[config.mk]
export PLATFORM = sky130hd
export DESIGN_NAME = ps2_scan_reader
export DESIGN_NICKNAME = d
export VERILOG_FILES = /design/src/rtl/ps2_rx_pkg.sv /design/src/rtl/ps2_line_cond.sv /design/src/rtl/ps2_frame_rx.sv /design/src/rtl/ps2_key_seq.sv /design/src/rtl/ps2_scan_reader.sv
export SDC_FILE = /design/constraint.sdc
export NUM_CORES = 1
export LEC_CHECK = 0
export CORE_MARGIN = 4
export CORE_UTILIZATION = 30
export CTS_BUF_LIST = sky130_fd_sc_hd__clkbuf_4 sky130_fd_sc_hd__clkbuf_8 sky130_fd_sc_hd__clkbuf_16
export CTS_CLUSTER_SIZE = 16
export DETAILED_ROUTE_END_ITERATION = 6
export DONT_BUFFER_PORTS = 1
export GPL_ROUTABILITY_DRIVEN = 0
export HOLD_SLACK_MARGIN = 0.02
export PLACE_DENSITY = 0.48
export SYNTH_ARGS = -nofsm -noshare
export SYNTH_HDL_FRONTEND = slang
export SYNTH_SLANG_ARGS = --single-unit
export TNS_END_PERCENT = 30
[constraint.sdc]
create_clock -name clk -period 1.8 [get_ports clk]
set_input_delay 0.09 -clock clk [delete_from_list [all_inputs] [get_ports clk]]
set_output_delay 0.09 -clock clk [all_outputs]
set_load 0.03 [all_outputs]
[src/rtl/ps2_rx_pkg.sv]
package ps2_rx_pkg;
  localparam int FRAME_BITS = 11;
  localparam int DATA_BITS  = 8;
  localparam logic [DATA_BITS-1:0] REL_PREFIX = 8'hF0;

  typedef enum logic [1:0] {RX_IDLE, RX_WAIT_LO, RX_WAIT_HI} rx_state_t;
  typedef enum logic [1:0] {SQ_FIRST, SQ_SECOND, SQ_THIRD} sq_state_t;
endpackage

[src/rtl/ps2_line_cond.sv]
module ps2_line_cond #(
  parameter int SYNC_STAGES = 2,
  parameter int FILT_LEN    = 4
) (
  input  logic clk,
  input  logic rst,
  input  logic ps2_clk_i,
  input  logic ps2_dat_i,
  output logic clk_lvl_o,
  output logic dat_o,
  output logic fall_o,
  output logic rise_o
);
  logic [SYNC_STAGES-1:0] clk_sync, dat_sync;
  logic [FILT_LEN-1:0]    hist;
  logic                   lvl_next;

  always_ff @(posedge clk) begin
    if (rst) begin
      clk_sync <= '1;
      dat_sync <= '1;
    end else begin
      clk_sync <= {clk_sync[SYNC_STAGES-2:0], ps2_clk_i};
      dat_sync <= {dat_sync[SYNC_STAGES-2:0], ps2_dat_i};
    end
  end

  // clock level changes only after FILT_LEN equal samples
  always_comb begin
    lvl_next = clk_lvl_o;
    if (&hist)       lvl_next = 1'b1;
    else if (~|hist) lvl_next = 1'b0;
  end

  always_ff @(posedge clk) begin
    if (rst) begin
      hist      <= '1;
      clk_lvl_o <= 1'b1;
      fall_o    <= 1'b0;
      rise_o    <= 1'b0;
    end else begin
      hist      <= {hist[FILT_LEN-2:0], clk_sync[SYNC_STAGES-1]};
      clk_lvl_o <= lvl_next;
      fall_o    <= clk_lvl_o & ~lvl_next;
      rise_o    <= ~clk_lvl_o & lvl_next;
    end
  end

  assign dat_o = dat_sync[SYNC_STAGES-1];
endmodule

[src/rtl/ps2_frame_rx.sv]
module ps2_frame_rx
  import ps2_rx_pkg::*;
#(
  parameter int TIMEOUT_CYC = 50000
) (
  input  logic                 clk,
  input  logic                 rst,
  input  logic                 clk_lvl_i,
  input  logic                 dat_i,
  input  logic                 fall_i,
  input  logic                 rise_i,
  output logic                 done_o,
  output logic [DATA_BITS-1:0] byte_o,
  output logic                 fault_o
);
  localparam int CW = $clog2(FRAME_BITS);
  localparam int WW = $clog2(TIMEOUT_CYC + 1);

  rx_state_t             st;
  logic [CW-1:0]         bit_cnt;
  logic [WW-1:0]         wd;
  logic [FRAME_BITS-1:0] shreg;
  logic                  par_bad, stop_bad;

  assign par_bad  = ~(^shreg[DATA_BITS+1:1]);
  assign stop_bad = ~shreg[FRAME_BITS-1];

  always_ff @(posedge clk) begin
    if (rst) begin
      st      <= RX_IDLE;
      bit_cnt <= '0;
      wd      <= '0;
      shreg   <= '0;
      done_o  <= 1'b0;
      byte_o  <= '0;
      fault_o <= 1'b0;
    end else begin
      done_o  <= 1'b0;
      fault_o <= 1'b0;
      case (st)
        RX_IDLE: begin
          wd      <= '0;
          bit_cnt <= '0;
          if (clk_lvl_i && !dat_i) st <= RX_WAIT_LO;
        end
        RX_WAIT_LO: begin
          if (fall_i) begin
            shreg <= {dat_i, shreg[FRAME_BITS-1:1]};
            wd    <= '0;
            st    <= RX_WAIT_HI;
          end else if (wd == WW'(TIMEOUT_CYC - 1)) begin
            st <= RX_IDLE;
          end else begin
            wd <= wd + 1'b1;
          end
        end
        RX_WAIT_HI: begin
          if (rise_i) begin
            wd <= '0;
            if (bit_cnt == CW'(FRAME_BITS - 1)) begin
              done_o  <= 1'b1;
              byte_o  <= shreg[DATA_BITS:1];
              fault_o <= par_bad | stop_bad;
              st      <= RX_IDLE;
            end else begin
              bit_cnt <= bit_cnt + 1'b1;
              st      <= RX_WAIT_LO;
            end
          end else if (wd == WW'(TIMEOUT_CYC - 1)) begin
            st <= RX_IDLE;
          end else begin
            wd <= wd + 1'b1;
          end
        end
        default: st <= RX_IDLE;
      endcase
    end
  end
endmodule

[src/rtl/ps2_key_seq.sv]
module ps2_key_seq
  import ps2_rx_pkg::*;
(
  input  logic                 clk,
  input  logic                 rst,
  input  logic                 done_i,
  input  logic [DATA_BITS-1:0] byte_i,
  input  logic                 fault_i,
  output logic                 make_valid_o,
  output logic [DATA_BITS-1:0] make_code_o,
  output logic                 brk_valid_o,
  output logic [DATA_BITS-1:0] brk_code_o,
  output logic                 parity_err_o
);
  sq_state_t st;

  always_ff @(posedge clk) begin
    if (rst) begin
      st           <= SQ_FIRST;
      make_valid_o <= 1'b0;
      make_code_o  <= '0;
      brk_valid_o  <= 1'b0;
      brk_code_o   <= '0;
      parity_err_o <= 1'b0;
    end else begin
      make_valid_o <= 1'b0;
      brk_valid_o  <= 1'b0;
      parity_err_o <= done_i & fault_i;
      if (done_i) begin
        case (st)
          SQ_FIRST: begin
            make_code_o  <= byte_i;
            make_valid_o <= 1'b1;
            st           <= SQ_SECOND;
          end
          SQ_SECOND: st <= (byte_i == REL_PREFIX) ? SQ_THIRD : SQ_FIRST;
          SQ_THIRD: begin
            brk_code_o  <= byte_i;
            brk_valid_o <= 1'b1;
            st          <= SQ_FIRST;
          end
          default: st <= SQ_FIRST;
        endcase
      end
    end
  end
endmodule

[src/rtl/ps2_scan_reader.sv]
module ps2_scan_reader
  import ps2_rx_pkg::*;
#(
  parameter int SYNC_STAGES = 2,
  parameter int FILT_LEN    = 4,
  parameter int TIMEOUT_CYC = 50000
) (
  input  logic       clk,
  input  logic       rst,
  input  logic       ps2_clk_i,
  input  logic       ps2_dat_i,
  output logic       make_valid_o,
  output logic [7:0] make_code_o,
  output logic       brk_valid_o,
  output logic [7:0] brk_code_o,
  output logic       parity_err_o
);
  logic                 clk_lvl, dat_s, fall, rise;
  logic                 done, fault;
  logic [DATA_BITS-1:0] rx_byte;

  ps2_line_cond #(.SYNC_STAGES(SYNC_STAGES), .FILT_LEN(FILT_LEN)) cond_i (
    .clk(clk), .rst(rst), .ps2_clk_i(ps2_clk_i), .ps2_dat_i(ps2_dat_i),
    .clk_lvl_o(clk_lvl), .dat_o(dat_s), .fall_o(fall), .rise_o(rise)
  );

  ps2_frame_rx #(.TIMEOUT_CYC(TIMEOUT_CYC)) frame_i (
    .clk(clk), .rst(rst), .clk_lvl_i(clk_lvl), .dat_i(dat_s),
    .fall_i(fall), .rise_i(rise), .done_o(done), .byte_o(rx_byte),
    .fault_o(fault)
  );

  ps2_key_seq seq_i (
    .clk(clk), .rst(rst), .done_i(done), .byte_i(rx_byte), .fault_i(fault),
    .make_valid_o(make_valid_o), .make_code_o(make_code_o),
    .brk_valid_o(brk_valid_o), .brk_code_o(brk_code_o),
    .parity_err_o(parity_err_o)
  );
endmodule

======== After elaboration in Yosys (flattened, before gate mapping) ========
Index checks and enable logic that the tools add are counted.
word-level totals
  flip-flop bits (word level) ............. 75
  output and inout bits ................... 19
cells by class
  $add $sub $neg .......................... 2
  equality and inequality tests ........... 10
  muxes and demuxes ....................... 20
  bitwise operators ....................... 12
  reductions and logical operators ........ 17
operator list
  cell                                            count
  two-way mux 16 bit                              3
  one-hot mux 16 bit (3 select lines)             1
  adder 16 x 1 -> 16 bit (second input constant)  1
  == test 16 bit (second input constant)          1
  two-way mux 2 bit                               5
  parity 9 bit                                    1
  == test 8 bit (second input constant)           1
  two-way mux 4 bit                               2
  inverter 1 bit                                  8
  one-hot mux 4 bit (2 select lines)              1
  OR reduction 4 bit                              2
  two-way mux 1 bit                               6
  one-hot mux 2 bit (3 select lines)              1
  AND reduction 2 bit                             3
  AND reduction 3 bit                             2
  adder 4 x 1 -> 4 bit (second input constant)    1
  == test 2 x 1 -> 1 bit (second input constant)  2
  == test 2 bit (second input constant)           2
  == test 4 bit (second input constant)           1
  logical NOT 2 bit                               2
  != test 2 bit (second input constant)           2
  one-hot mux 2 bit (2 select lines)              1
  AND reduction 4 bit                             1
  bitwise AND 1 bit                               3
  8 further kinds                                 8

======== Depth between registers and ports, before layout ========
  depth after elaboration ................. 5
  depth in mapped cells ................... 7

======== Cells and area by module ========
From an unflattened synthesis, not the netlist that was laid out.
second synthesis, totals
  cells, all modules ...................... 317
  area, all modules ....................... 3,040.4 sq um
by module, submodules not included
  module         times used  cells an instance  area an instance (sq um)
  ps2_frame_rx   1           220                1,950.6
  ps2_key_seq    1           71                 747.0
  ps2_line_cond  1           26                 342.8

======== Worst setup path after synthesis ========
Ideal clock, no wire load.
  kind .................................... register -> register
  start ................................... reg frame_i.st[0]
  end ..................................... reg frame_i.wd[15]
  setup time .............................. 0.071 ns
  arrival ................................. 1.707 ns
  slack ................................... 0.022 ns
  cell stages (with the launch flop) ...... 6
  path buffers ............................ 0
  clock period less this slack ............ 1.778 ns
  path through ............................ dfxtp_1 > ha_1 > nand4b_1 > or2_0 > or4_1 > a21oi_1
between the ends
  cells in the longest elaborated chain, start to end .. 2
  elaborated cells on any way between the ends .. 5
  classes of those cells .................. eq/ne (2); mux (1); reduce/logical (2)
RTL lines
  item                                                                       RTL line            text
  start: declaration                                                         ps2_frame_rx.sv:19  rx_state_t st;
  start signal: assignment                                                   ps2_frame_rx.sv:30  st <= RX_IDLE;
  start signal: assignment                                                   ps2_frame_rx.sv:44  if (clk_lvl_i && !dat_i) st <= RX_WAIT_LO;
  start signal: assignment                                                   ps2_frame_rx.sv:50  st <= RX_WAIT_HI;
  == test 2 bit (tied with other cells)                                      ps2_frame_rx.sv:40  case (st)
  one-hot mux 16 bit (3 select lines) or nonzero test 3 bit (tied branches)  n/a
  end signal: assignment                                                     ps2_frame_rx.sv:54  wd <= wd + 1'b1;
  end signal: assignment                                                     ps2_frame_rx.sv:72  wd <= wd + 1'b1;
  end: declaration                                                           ps2_frame_rx.sv:21  logic [WW-1:0] wd;
Parallel ways exist; a longest one is shown, timed or not.
A chain may end at the register's enable or synchronous reset.

======== Worst setup path after layout ========
  start ................................... reg frame_i.wd[10]
  end ..................................... reg frame_i.wd[1]
between the ends
  cells in the longest elaborated chain, start to end .. 4
  elaborated cells on any way between the ends .. 5
  classes of those cells .................. eq/ne (1); mux (4)
RTL lines
  item                                   RTL line
  == test 16 bit *                       ps2_frame_rx.sv:51, ps2_frame_rx.sv:69
  two-way mux 16 bit *                   n/a
  two-way mux 16 bit (on tied branches)  n/a
  one-hot mux 16 bit (3 select lines) *  n/a
Mark *: on every way between the ends. The rest lies on a longest branch, timed or not.

==> flow_summary.ini <==
[run_status]
status = complete, no violations

[logic_synthesis]
async_flop_share_pct = 0
netlist.area_leader.share_pct = 47.6
synth_top_family_by_area = simple AND/OR/NAND/NOR gates
synth_simple_gate_area_share_pct = 22.6
synth_fa_ha_area_share_pct = 3.22
synth.distinct_cells = 48
avgSynthCellArea_um2 = 9.32
synth_xor_area_share_pct = 3.82
synth_common_cells = 74 x dfxtp_1, 34 x a21oi_1, 34 x nand2_1, 25 x nor2_1, 20 x mux2i_1
synth_edf_count = 0
yosys-top-cells-area = dfxtp_1 48%, mux2i_1 6.4%, a21oi_1 5.5%
netlist_instances = 334
yosysTopAreaCell = dfxtp_1
synthMuxAreaShare_pct = 6.43
yosysMostFrequentCell = dfxtp_1
ys_seq_area_share_pct = 47.6
synth_compound_area_share_pct = 12.6
ys_ff_latch = 74
yosys_warnings = 0
synthesis.nets = 346
syn_area_um2 = 3110
synth-main-ff-cell = dfxtp_1

[power]
internal_power_w = 0.00246
switchingPower_w = 0.000700
clkPwrFrac_pct = 46.0
vdd_ir_drop_max_mv = 0.351
powerDensity_nw_per_um2 = 861
leakage_nw = 1.27
p_sw_share_pct = 22.2
seqPwrFrac_pct = 52.2
p_comb_share_pct = 1.8

[grt]
grt_overflow = 0
grt_first_pass_wirelength_um = 11000
grt_max_degree = 55
grt_use_total_pct = 11.6
antenna_found_initial = 0
grt_pass1_vias = 2295

[placement]
io_buffers = 0
dp_cells = 469
dp.final_hpwl_um = 4400
post-place-ws_ns = 0.0681

[cells_and_area]
layout-drive-gt1-share_pct = 16.0
antenna_cells = 0
multiInputGateArea_um2 = 1530
fin_cells = 490
fin_nets = 364
syn_to_final_growth_pct = 17.8
register_area_um2 = 1480
nFillCells = 1006

[worst_hold_path]
hp-start = rst
hold_path_class = in -> reg
hold_depth = 2
min_to = frame_i.st[0]

[setup_path]
r2r_end = frame_i.wd[1]
r2r_setup_slack_ns = 0.06
criticalPathCategory = reg -> reg
required_ns = 2.08
critical-path-top-delay-family = simple AND/OR/NAND/NOR gates
cp.arrival_ns = 2.02
cp_num_buf_inv = 2
crit_path_start_kind = flip-flop
crit_path_max_fanout = 8
cp_cell_sequence = or4_1 > nor4_4 > buf_4 > clkbuf_16 > o21ai_0 > a21oi_1
r2r-start = frame_i.wd[10]
crit_slowest_cell = or4_1
crit_path_end_kind = flip-flop
r2r_cells = 6
slowest_delay_ns = 0.57

[sta]
slew_headroom_pct = 60.9
setup_violations = 0
setup_ws_ns = 0.0638
fmax_ghz = 0.576
finalCritPeriodShare_pct = 96.5
slew_viol_final = 0
fin_crit_ns = 1.74
fin_skew_ns = 0.00932
hold_violations = 0
worst_slew_pin_slew_ns = 0.585

[cts]
clk_latency_ns = 0.35
cts_root_buf = clkbuf_8
htreeDepth = 3
cts_tree = done
cts-buffers-inserted = 9
cts.clk_slew.worst_paths_ns = 0.08
clock-sinks = 74
clk_path_buf_depth = 2

[routing]
drt-wirelength-per-cell_um = 13.3
viasPerCell = 4.87
drtIter0Drc = 110
drtPass1Iterations = 4
drc = 0
num_vias = 2386
drt.antenna.violating_nets = 0
drt-total-wl_um = 6530

[die]
pin_count = 23
die_area_um2 = 12100
initial_utilization_pct = 31.3
die_x_um = 110
die_y_um = 110
rows = 36
core-area_um2 = 9950

[flow_run]
max_cap_violations = 0
layout make-up:
type / count / share of cell area [%]
clock buffers: 9 / 3.38
multi-input cells: 233 / 41.7
repair buffers: 23 / 6.01
flip-flops and latches: 74 / 40.5
clock inverters: 7 / 2.76
inverters: 11 / 1.13
well taps: 133 / 4.54
repair_timing:
| action | CTS | global route |
|---|---|---|
| setup endpoints to repair | 0 | 4 |
| hold buffers | 3 | 0 |
| buffers inserted | 0 | 1 |
| resized for setup | 0 | 8 |
| hold endpoints to repair | 55 | 0 |
routing by layer:
metal,track usage (%),vias to the layer above,part of all wire [%]
li1,-,1223,-
met5,0,-,0
met4,4.81,0,1.1
met2,16.5,29,43
met1,16.2,1125,53
met3,3.64,9,3.4
registers in the layout, summed over array words and instances (netlist names), 2 cells and up:
register and cells:
cond_i.clk_sync 2, frame_i.st 2, cond_i.hist 4, frame_i.wd 16, frame_i.byte_o 8, frame_i.shreg 10
cond_i.dat_sync 2, frame_i.bit_cnt 4, seq_i.make_code_o 8, seq_i.st 2, seq_i.brk_code_o 8
stage by stage:
step | utilization (%) | total power [W] | area [um^2] | hold WS [ns] | setup TNS [ns]
6_report | 36.8 | 0.00316 | 3670 | 0.0470 | 0
2_1_floorplan | - | 0.00172 | 3110 | 0.194 | 0
5_1_grt | 36.8 | 0.00328 | 3670 | 0.0447 | -0.00000555
3_5_place_dp | 33.6 | 0.00172 | 3350 | 0.169 | 0
4_1_cts | 36.3 | 0.00322 | 3610 | 0.0357 | 0
3_3_place_gp | 33.6 | 0.00172 | 3350 | 0.168 | 0
worst reg2reg max path: stages, from the launching register on:
cell       delay (ns)
dfxtp_1          0.35
or4_1            0.57
nor4_4           0.22
buf_4            0.18
clkbuf_16        0.15
o21ai_0          0.07
a21oi_1          0.14
cell families after synthesis:
family                     count (synthesis)
adders and majority gates                  8
and+or+nand+nor                          126
muxes                                     20
DFF                                       74
xor gates and xnor gates                  12
buffers and inverters                     27
AOI/OAI and AO/OA                         67
cells in the final DEF, fill, tap and decap left out, types with 3 or more instances in the layout:
master	netlist	routed
buf_4	0	18
nand2b_1	4	4
or2_2	8	8
nor4_1	4	4
ha_1	8	7
a21oi_1	34	32
nand2_1	34	34
xnor2_1	8	8
inv_1	11	11
mux2i_1	20	20
nor3_1	4	4
nand3b_1	3	3
and3_1	3	3
o211ai_1	4	4
nand4_1	4	4
xor2_1	3	3
o21ai_0	13	13
and2_1	3	3
nand3_1	7	7
o31ai_1	7	7
clkbuf_8	0	9
or4_1	8	7
dfxtp_1	74	72
or3_1	4	4
nor2_1	25	25
worst max-delay path by stage:
| stage | start | end | slack, ns | depth (start not counted) |
|---|---|---|---|---|
| after floorplan | frame_i.st[0] | frame_i.wd[15] | 0.02 | 5 |
| after global placement | frame_i.st[0] | frame_i.wd[15] | 0.11 | 5 |
| after detailed placement | frame_i.st[0] | frame_i.wd[15] | 0.07 | 5 |
| after CTS | frame_i.st[0] | frame_i.wd[15] | 0.07 | 5 |
| after global routing | frame_i.st[0] | frame_i.wd[15] | -0.000006 | 5 |
| final | frame_i.wd[10] | frame_i.wd[1] | 0.06 | 6 |
power groups by stage:
stage / sequential, W / clock (W) / combinational, W
4_1_cts: 0.00165 / 0.00151 / 0.0000574
3_3_place_gp: 0.00168 / 0 / 0.0000313
5_1_grt: 0.00165 / 0.00157 / 0.0000648
6_report: 0.00165 / 0.00145 / 0.0000563
3_5_place_dp: 0.00168 / 0 / 0.0000312
2_1_floorplan: 0.00168 / 0 / 0.0000391
Note: power is estimated with default switching activity, not from simulation.
